File: src/rtl/brm_pwm_pkg.sv
package brm_pwm_pkg;
    parameter int NCH    = 5;
    parameter int DUTY_W = 5;
    parameter int BRM_W  = 3;
    parameter int DATA_W = DUTY_W + BRM_W;
    parameter int DIV_W  = 2;
    parameter int PRE_W  = 1 << DIV_W;
    parameter int SLOT_W = DUTY_W;
    parameter int CYC_W  = BRM_W;
    parameter int SEL_W  = $clog2(NCH);
    parameter int EN_LSB = DATA_W - NCH;

    typedef enum logic [1:0] {
        CH_LOW   = 2'd0,
        CH_HIGH  = 2'd1,
        CH_EXTRA = 2'd2
    } ch_state_e;

    // Dither selection: bit 2 -> odd cycles, bit 1 -> cycles 2 and 6, bit 0 -> cycle 4
    function automatic logic brm_hit(input logic [CYC_W-1:0] cyc,
                                     input logic [BRM_W-1:0] n);
        logic hit;
        hit = (n[2] && cyc[0])
           || (n[1] && (cyc[1:0] == 2'b10))
           || (n[0] && (cyc == 3'd4));
        return hit;
    endfunction
endpackage

File: src/rtl/pwm_prescaler.sv
module pwm_prescaler
    import brm_pwm_pkg::*;
(
    input  logic             clk,
    input  logic             rst_n,
    input  logic [DIV_W-1:0] div_sel,
    output logic             tick
);
    logic [PRE_W-1:0] pre_q;
    logic [PRE_W:0]   lim_w;
    logic [DIV_W:0]   shift_w;

    always_comb begin
        shift_w = {1'b0, div_sel} + 1'b1;
        lim_w   = ({{PRE_W{1'b0}}, 1'b1} << shift_w) - 1'b1;
    end

    assign tick = (pre_q >= lim_w[PRE_W-1:0]);

    always_ff @(posedge clk) begin
        if (!rst_n) begin
            pre_q <= '0;
        end else if (tick) begin
            pre_q <= '0;
        end else begin
            pre_q <= pre_q + 1'b1;
        end
    end

    // the smallest divide ratio is 2, so two ticks never touch
    p_tick_spaced_r3: assert property (@(posedge clk) disable iff (!rst_n)
        tick |=> !tick);
endmodule

File: src/rtl/pwm_sequencer.sv
module pwm_sequencer
    import brm_pwm_pkg::*;
(
    input  logic              clk,
    input  logic              rst_n,
    input  logic              tick,
    output logic [SLOT_W-1:0] slot_o,
    output logic [CYC_W-1:0]  cyc_o,
    output logic              cyc_wrap,
    output logic              frame_wrap
);
    localparam logic [SLOT_W-1:0] SLOT_LAST = '1;
    localparam logic [CYC_W-1:0]  CYC_LAST  = '1;

    logic [SLOT_W-1:0] slot_q;
    logic [CYC_W-1:0]  cyc_q;

    assign cyc_wrap   = tick && (slot_q == SLOT_LAST);
    assign frame_wrap = cyc_wrap && (cyc_q == CYC_LAST);
    assign slot_o     = slot_q;
    assign cyc_o      = cyc_q;

    always_ff @(posedge clk) begin
        if (!rst_n) begin
            slot_q <= '0;
            cyc_q  <= '0;
        end else if (tick) begin
            slot_q <= slot_q + 1'b1;
            if (slot_q == SLOT_LAST) begin
                cyc_q <= cyc_q + 1'b1;
            end
        end
    end
endmodule

File: src/rtl/pwm_brm_channel.sv
module pwm_brm_channel
    import brm_pwm_pkg::*;
(
    input  logic              clk,
    input  logic              rst_n,
    input  logic              tick,
    input  logic              cyc_wrap,
    input  logic              frame_wrap,
    input  logic [SLOT_W-1:0] slot_i,
    input  logic [CYC_W-1:0]  cyc_i,
    input  logic              wr_en,
    input  logic [DATA_W-1:0] wr_data,
    output logic              level_o
);
    logic [DATA_W-1:0] shadow_q;
    logic [DATA_W-1:0] act_q;
    logic [DATA_W-1:0] act_nxt;
    ch_state_e         state_q;
    ch_state_e         state_d;
    logic [SLOT_W-1:0] rem_q;
    logic [SLOT_W-1:0] rem_d;
    logic [DUTY_W-1:0] duty_cur;
    logic [DUTY_W-1:0] duty_nxt;
    logic [BRM_W-1:0]  n_cur;
    logic [BRM_W-1:0]  n_nxt;
    logic [CYC_W-1:0]  cyc_nxt;

    // new data enters only at a frame boundary
    assign act_nxt  = frame_wrap ? shadow_q : act_q;
    assign duty_cur = act_q[DATA_W-1:BRM_W];
    assign n_cur    = act_q[BRM_W-1:0];
    assign duty_nxt = act_nxt[DATA_W-1:BRM_W];
    assign n_nxt    = act_nxt[BRM_W-1:0];
    assign cyc_nxt  = cyc_i + 1'b1;

    always_ff @(posedge clk) begin
        if (!rst_n) begin
            shadow_q <= '0;
            act_q    <= '0;
        end else begin
            if (wr_en) begin
                shadow_q <= wr_data;
            end
            act_q <= act_nxt;
        end
    end

    // state register
    always_ff @(posedge clk) begin
        if (!rst_n) begin
            state_q <= CH_LOW;
            rem_q   <= '0;
        end else begin
            state_q <= state_d;
            rem_q   <= rem_d;
        end
    end

    // transitions
    always_comb begin
        state_d = state_q;
        rem_d   = rem_q;
        if (tick) begin
            if (cyc_wrap) begin
                // cycle start
                if (duty_nxt != '0) begin
                    state_d = CH_HIGH;
                    rem_d   = duty_nxt - 1'b1;
                end else if (brm_hit(cyc_nxt, n_nxt)) begin
                    state_d = CH_EXTRA;
                end else begin
                    state_d = CH_LOW;
                end
            end else begin
                unique case (state_q)
                    CH_HIGH: begin
                        if (rem_q != '0) begin
                            rem_d = rem_q - 1'b1;
                        end else if (brm_hit(cyc_i, n_cur)) begin
                            state_d = CH_EXTRA;   // high done, dither
                        end else begin
                            state_d = CH_LOW;     // high done
                        end
                    end
                    CH_EXTRA: state_d = CH_LOW;   // extra done
                    CH_LOW:   state_d = CH_LOW;   // stay
                    default:  state_d = CH_LOW;
                endcase
            end
        end
    end

    // outputs
    always_comb begin
        unique case (state_q)
            CH_HIGH:  level_o = 1'b1;
            CH_EXTRA: level_o = 1'b1;
            default:  level_o = 1'b0;
        endcase
    end

    p_high_window_r4: assert property (@(posedge clk) disable iff (!rst_n)
        (state_q == CH_HIGH) |-> (slot_i < duty_cur));

    p_extra_slot_r6: assert property (@(posedge clk) disable iff (!rst_n)
        (state_q == CH_EXTRA) |-> (slot_i == duty_cur));

    p_frame_latch_r8: assert property (@(posedge clk) disable iff (!rst_n)
        !frame_wrap |=> $stable(act_q));
endmodule

File: src/rtl/brm_pwm_dac.sv
module brm_pwm_dac
    import brm_pwm_pkg::*;
(
    input  logic              clk,
    input  logic              rst_n,
    input  logic              data_we,
    input  logic [SEL_W-1:0]  data_sel,
    input  logic [DATA_W-1:0] data_wdata,
    input  logic              ctrl_we,
    input  logic [DATA_W-1:0] ctrl_wdata,
    input  logic              cfg_we,
    input  logic [DATA_W-1:0] cfg_wdata,
    input  logic [NCH-1:0]    gpio_i,
    output logic [NCH-1:0]    pin_o
);
    logic [DIV_W-1:0]  div_q;
    logic [NCH-1:0]    en_q;
    logic              tick;
    logic [SLOT_W-1:0] slot;
    logic [CYC_W-1:0]  cyc;
    logic              cyc_wrap;
    logic              frame_wrap;
    logic [NCH-1:0]    level;

    always_ff @(posedge clk) begin
        if (!rst_n) begin
            div_q <= '0;
            en_q  <= '0;
        end else begin
            if (ctrl_we) begin
                div_q <= ctrl_wdata[DIV_W-1:0];
            end
            if (cfg_we) begin
                en_q <= cfg_wdata[DATA_W-1:EN_LSB];
            end
        end
    end

    pwm_prescaler u_pre (
        .clk     (clk),
        .rst_n   (rst_n),
        .div_sel (div_q),
        .tick    (tick)
    );

    pwm_sequencer u_seq (
        .clk        (clk),
        .rst_n      (rst_n),
        .tick       (tick),
        .slot_o     (slot),
        .cyc_o      (cyc),
        .cyc_wrap   (cyc_wrap),
        .frame_wrap (frame_wrap)
    );

    for (genvar gi = 0; gi < NCH; gi++) begin : g_ch
        pwm_brm_channel u_ch (
            .clk        (clk),
            .rst_n      (rst_n),
            .tick       (tick),
            .cyc_wrap   (cyc_wrap),
            .frame_wrap (frame_wrap),
            .slot_i     (slot),
            .cyc_i      (cyc),
            .wr_en      (data_we && (data_sel == SEL_W'(gi))),
            .wr_data    (data_wdata),
            .level_o    (level[gi])
        );
        assign pin_o[gi] = en_q[gi] ? level[gi] : gpio_i[gi];
    end
endmodule

File: config.mk
export PLATFORM = sky130hd
export DESIGN_NAME = brm_pwm_dac
export DESIGN_NICKNAME = d
export VERILOG_FILES = /design/src/rtl/brm_pwm_pkg.sv /design/src/rtl/pwm_prescaler.sv /design/src/rtl/pwm_sequencer.sv /design/src/rtl/pwm_brm_channel.sv /design/src/rtl/brm_pwm_dac.sv
export SDC_FILE = /design/constraint.sdc
export NUM_CORES = 1
export LEC_CHECK = 0
export BUFFER_PORTS_ARGS = -buffer_cell sky130_fd_sc_hd__buf_4
export CAP_MARGIN = 0
export CORE_MARGIN = 1
export CORE_UTILIZATION = 60
export DETAILED_ROUTE_END_ITERATION = 8
export GPL_TIMING_DRIVEN = 1
export PLACE_DENSITY = 0.81
export SYNTH_ARGS = -nofsm -noshare
export SYNTH_HDL_FRONTEND = slang
export SYNTH_SLANG_ARGS = --single-unit
File: constraint.sdc
create_clock -name clk -period 3.2 [get_ports clk]
set_input_delay 0.32 -clock clk [delete_from_list [all_inputs] [get_ports clk]]
set_output_delay 0.32 -clock clk [all_outputs]
set_load 0.03 [all_outputs]
==> results of run 1 <==
==> power by group through the flow <==
stage	clock (mW)	combinational, mW	sequential (mW)
floorplan	0	0.255	1.76
global placement	0	0.371	1.77
detailed placement	0	0.374	1.77
CTS	1.94	0.377	1.74
global route	2.03	0.412	1.74
finish	1.92	0.380	1.74
==> logic make-up (layout without fill, tap and decap cells) <==
kind of cell               Yosys count  count (layout)  synth area share
and+or+nand+nor                    365             365             0.229
buffers and inverters               82             107            0.0474
AOI/OAI and AO/OA                  246             246             0.213
DFF                                134             134             0.376
xor gates and xnor gates             9               9            0.0111
other                                1               1          0.000526
adders and majority gates           23              23            0.0404
muxes                               56              56            0.0818
==> flip-flops by register name (all words and copies together) (netlist names) <==
register            flops
u_pre.pre_q             4
u_seq.slot_o            5
g_ch.u_ch.state_q      10
g_ch.u_ch.act_q        40
en_q                    5
g_ch.u_ch.shadow_q     40
u_seq.cyc_o             3
div_q                   2
g_ch.u_ch.rem_q        25
==> metal layers <==
metal | GRT usage | routed length [µm]
met1 | 0.425 | 8240
met2 | 0.444 | 7850
met3 | 0.0765 | 1610
met4 | 0.101 | 220
met5 | 0 | 0
==> worst max-delay path by stage <==
stage                                from               endpoint  slack (ns)  depth (start not counted)
final                            div_q[1]  g_ch[0].u_ch.rem_q[4]        0.33                         13
after global routing             div_q[1]  g_ch[2].u_ch.rem_q[2]        0.06                         12
after CTS                        div_q[1]  g_ch[0].u_ch.rem_q[4]        0.23                         14
after detailed placement         div_q[1]  g_ch[0].u_ch.rem_q[4]        0.28                         14
after global placement           div_q[1]  g_ch[0].u_ch.rem_q[4]        0.32                         14
after floorplan           u_seq.slot_o[0]  g_ch[0].u_ch.rem_q[4]        0.25                         16
==> synth_stat cells (8+ instances only) <==
cell	instances	area share
mux2i_1	38	0.053
a21oi_1	129	0.091
nand3_1	33	0.023
mux2_2	17	0.027
o211ai_1	13	0.014
clkbuf_1	22	0.012
ha_1	23	0.040
nand2_1	181	0.095
buf_1	12	0.0063
nor2_1	65	0.034
o21ai_0	37	0.026
nor3_1	29	0.020
and3_1	8	0.0070
inv_1	25	0.013
buf_2	21	0.015
dfxtp_1	134	0.38
or4_1	10	0.011
==> per-stage QoR <==
| step | worst slack (ns) | util |
|---|---|---|
| 2_1_floorplan | 0.253 | - |
| 3_3_place_gp | 0.316 | 0.649 |
| 3_5_place_dp | 0.282 | 0.649 |
| 4_1_cts | 0.235 | 0.701 |
| 5_1_grt | 0.0617 | 0.701 |
| 6_report | 0.333 | 0.701 |
==> area by class of cell <==
type,instances,share of cell area
clock buffers,23,0.0617
clock inverters,9,0.0116
inverters,26,0.0122
repair buffers,49,0.0487
flip-flops and latches,134,0.332
well taps,143,0.0222
multi-input cells,700,0.511
==> critical path, stage by stage (launching register included) <==
cell      delay (ns)
dfxtp_1         0.36
nand2_1         0.06
ha_1            0.29
o211ai_1        0.15
o21a_1          0.23
nor2_2          0.21
mux2i_1         0.27
ha_1            0.33
inv_1           0.09
nor3_1          0.20
and3_1          0.17
a31oi_1         0.05
mux2_2          0.28
a21oi_1         0.11
==> results.toml, run 1 <==
[outcome]
outcome = "finished with violations"
violations = "DRC"

[clock_network]
htreeDepth = 4
clock_path_buffers = 2
cts_made_buffers = 17
post-cts-setup-buffers = 0
ctsResizeCount = 0
clock_latency_ns = 0.43
cts_tree = "yes"
ctsHoldBuffers = 0
root_buffer = "clkbuf_16"
cts.clk_slew.worst_paths_ns = 0.06
numClockSinks = 134

[final_layout]
fillers = 937
fin_cells = 1084
syn_to_final_growth_pct = 13.2
stdcell_area_um2 = 8070
final_cell_mix = "nand2_1, dfxtp_1, a21oi_1"
fin_nets = 988
drive_gt1_frac = 0.125
insertedDiodeCount = 0
register_area_um2 = 2680
multi_input_area_um2 = 4130
layout.cells.most_common = "nand2_1"

[sta]
finalCritPeriodShare = 0.896
hold_ws_ns = 0.131
finalMaxSlewViolations = 0
slew_headroom = 0.574
fin_worst_skew_ns = 0.00626
fin_crit_ns = 2.87
tightest_slew_ns = 0.631
rsz0062_at_grt = "no"
tns_ns = 0
hold_violations = 0
fmax_mhz = 349
setup_viol = 0

[placed_design]
post_dp_cell_area_um2 = 7480
dp_hpwl_um = 12000
gp_congestion = 0.880
dp_cells = 1052
io_buffers = 32

[logic_synthesis]
yosysSeqAreaShare = 0.376
synth_area_per_cell_um2 = 7.78
synth-seq-cells = 134
syn_inst = 916
async_flop_share = 0
synth_edf_count = 0
syn_area_um2 = 7130
synth_cell_types = 71
ys.flop_type = "dfxtp_1"
ys.warnings.count = 0
synth_fp_nets = 976

[floorplan]
die_w_um = 111
core_area_um2 = 11500
fp.dieArea_um2 = 12300
num_rows = 39
pin_count = 42
die_h_um = 111
initial_utilization = 0.619

[global_routing]
antenna_found_initial = 0
grt_max_degree = 122
grt_pass1_wl_um = 29500
grt_pass1_vias = 5841
grt_usage = 0.301
overflow = 0

[critical_path]
cp-end-kind = "flip-flop"
rr_endpoint = "g_ch[0].u_ch.rem_q[4]"
reg2reg_from = "div_q[1]"
critPathKind = "reg -> reg"
path_max_fanout = 6
reg2reg_slack_ns = 0.33
worstSetupStartpointType = "flip-flop"
worst_ep_required_time_ns = 3.56
arrival_ns = 3.22
ff2ff_path_depth = 13

[detailed_routing]
drtAntennaViolNets = 0
drtIter0Drc = 634
drc_errors = 10
wire_per_inst_um = 16.5
routed_wl_um = 17900
avgViaCountPerCell = 6.13
firstDrtPassIters = 7
vias = 6648

[pwr]
leakagePower_nw = 2.91
internal_power_mw = 3.00
clock_power_share = 0.476
power_switching_mw = 1.04
ir_drop_uv = 385
pwr_density_cell_nw_per_um2 = 501
p_sw_frac = 0.258
pwr-share-comb = 0.094
p_seq_frac = 0.430
finalPower_mw = 4.04

[hold_path]
hold_class = "in -> reg"
min-delay-start = "cfg_wdata[3]"
holdPathStages = 3
min_to = "en_q[0]"

[run]
drv_cap = 0
Note: power is estimated with default switching activity, not from simulation.
==> inputs of run 2 (changes only) <==
--- a/config.mk
+++ b/config.mk
@@ -8,10 +8,10 @@
 export BUFFER_PORTS_ARGS = -buffer_cell sky130_fd_sc_hd__buf_4
 export CAP_MARGIN = 0
 export CORE_MARGIN = 1
-export CORE_UTILIZATION = 60
+export CORE_UTILIZATION = 51
 export DETAILED_ROUTE_END_ITERATION = 8
 export GPL_TIMING_DRIVEN = 1
-export PLACE_DENSITY = 0.81
+export PLACE_DENSITY = 0.69
 export SYNTH_ARGS = -nofsm -noshare
 export SYNTH_HDL_FRONTEND = slang
 export SYNTH_SLANG_ARGS = --single-unit
==> results.toml, run 2 (synthesis results as in run 1) <==
[outcome]
outcome = "completed"

[final_layout]
fin_cells = 1119
fillers = 1254
layout.cells.most_common = "nand2_1"
syn_to_final_growth_pct = 14.1
post-route-util = 0.605
final_cell_mix = "nand2_1, dfxtp_1, a21oi_1"
drive_gt1_frac = 0.126
multi_input_area_um2 = 4130
reg.largest.list = "g_ch.u_ch.act_q: 40 flops, g_ch.u_ch.shadow_q: 40 flops, g_ch.u_ch.rem_q: 25 flops"
insertedDiodeCount = 0
register_area_um2 = 2680
fin_nets = 990

[hold_path]
min-delay-start = "ctrl_wdata[1]"
hold_class = "in -> reg"

[global_routing]
grt_pass1_vias = 5774
grt_usage = 0.268
antenna_found_initial = 0
grt_pass1_wl_um = 30400
grt_max_degree = 80
overflow = 0

[detailed_routing]
routed_wl_um = 18400
drtIter0Drc = 492
wire_per_inst_um = 16.5
drc_errors = 0
vias = 6510
avgViaCountPerCell = 5.82
firstDrtPassIters = 6
drtAntennaViolNets = 0

[sta]
fin_worst_skew_ns = 0.00690
finalCritPeriodShare = 0.909
tightest_slew_ns = 0.843
finalMaxSlewViolations = 0
setup_viol = 0
tns_ns = 0
rsz0062_at_grt = "no"
slew_headroom = 0.438
fmax_mhz = 344
hold_violations = 0
fin_crit_ns = 2.91

[floorplan]
die_w_um = 120
core_area_um2 = 13500
pin_count = 42
fp.dieArea_um2 = 14500
initial_utilization = 0.530
num_rows = 42
die_h_um = 120

[pwr]
leakagePower_nw = 2.92
clock_power_share = 0.483
pwr-share-comb = 0.095
power_switching_mw = 1.04
ir_drop_uv = 365
p_sw_frac = 0.253
pwr_density_cell_nw_per_um2 = 505
internal_power_mw = 3.07
p_seq_frac = 0.423

[clock_network]
root_buffer = "clkbuf_16"
cts.clk_slew.worst_paths_ns = 0.06
clock_latency_ns = 0.42
htreeDepth = 4
ctsHoldBuffers = 0
clock_path_buffers = 2
cts_tree = "yes"
numClockSinks = 134
cts_made_buffers = 17

[critical_path]
reg2reg_from = "div_q[1]"
startpoint = "div_q[1]"
arrival_ns = 3.26
worst_ep_required_time_ns = 3.56
path_max_fanout = 9
worstSetupStartpointType = "flip-flop"
cp-end-kind = "flip-flop"
critPathKind = "reg -> reg"

[placed_design]
io_buffers = 32
dp_cells = 1087
dp_hpwl_um = 12500
gp_congestion = 0.847

[run]
drv_cap = 0
==> run 2: cell types whose count changed in the layout (fill, tap and decap cells not counted) <==
| cell | delta |
|---|---|
| clkinvlp_4 | +1 |
| buf_4 | +2 |
| nand2_2 | -1 |
| nor2_4 | +1 |
| buf_6 | +1 |
| clkbuf_1 | +1 |
| clkbuf_8 | -4 |
| nand2_1 | +1 |
| buf_12 | -1 |
| clkinv_2 | +2 |
| nor2_1 | -1 |
| clkinv_4 | -2 |
| bufinv_16 | +2 |
==> run 2: layout make-up <==
| class | count | share of cell area |
|---|---|---|
| multi-input cells | 700 | 0.508 |
| flip-flops and latches | 134 | 0.330 |
| clock buffers | 20 | 0.0549 |
| repair buffers | 51 | 0.0491 |
| well taps | 176 | 0.0271 |
| clock inverters | 12 | 0.0189 |
| inverters | 26 | 0.0122 |
==> run 2: final timing paths <==
check	to	slack, ns	cells past startpoint
worst max-delay path	g_ch[0].u_ch.rem_q[4]	0.29	14
worst min register to register	g_ch[1].u_ch.shadow_q[2]	0.46	2
worst min-delay path	div_q[1]	0.13	3
worst max register to register	g_ch[0].u_ch.rem_q[4]	0.29	14
==> run 2: stage by stage <==
| step | hold slack (ns) | total power [mW] | cell area, µm² | worst slack (ns) |
|---|---|---|---|---|
| 3_3_place_gp | 0.445 | 2.15 | 7520 | 0.298 |
| 2_1_floorplan | 0.430 | 2.02 | 7130 | 0.253 |
| 6_report | 0.134 | 4.11 | 8130 | 0.292 |
| 5_1_grt | 0.146 | 4.26 | 8130 | 0.0392 |
| 4_1_cts | 0.127 | 4.13 | 8120 | 0.213 |
| 3_5_place_dp | 0.449 | 2.16 | 7520 | 0.216 |
==> run 2: per-layer routing <==
layer | GRT usage | part of all wire | up-vias
met5 | 0 | 0 | -
met4 | 0.0818 | 0.013 | 0
met3 | 0.0481 | 0.059 | 20
met2 | 0.380 | 0.42 | 206
met1 | 0.407 | 0.51 | 2996
li1 | - | - | 3288
==> run 2: power by group through the flow <==
stage | clock, mW | sequential [mW] | combinational (mW)
after CTS | 2.01 | 1.74 | 0.385
final | 1.98 | 1.74 | 0.390
after floorplan | 0 | 1.76 | 0.255
after global routing | 2.09 | 1.74 | 0.426
after global placement | 0 | 1.77 | 0.382
after detailed placement | 0 | 1.77 | 0.384
==> run 2: repair_timing <==
action | CTS | global route
setup buffers | 0 | 0
hold endpoints to repair | 0 | 0
gates resized for setup | 0 | 2
setup endpoints to repair | 0 | 1
==> run 2: worst max-delay path: stages, from the launching register on <==
cell     delay [ns]
dfxtp_1        0.36
nor2_1         0.07
ha_1           0.19
nor3b_1        0.41
o21ai_4        0.11
nand2_1        0.30
nor2_1         0.09
a21oi_1        0.14
ha_1           0.31
inv_1          0.09
nor3_1         0.17
and3_1         0.17
a31oi_1        0.05
mux2_2         0.28
a21oi_1        0.11
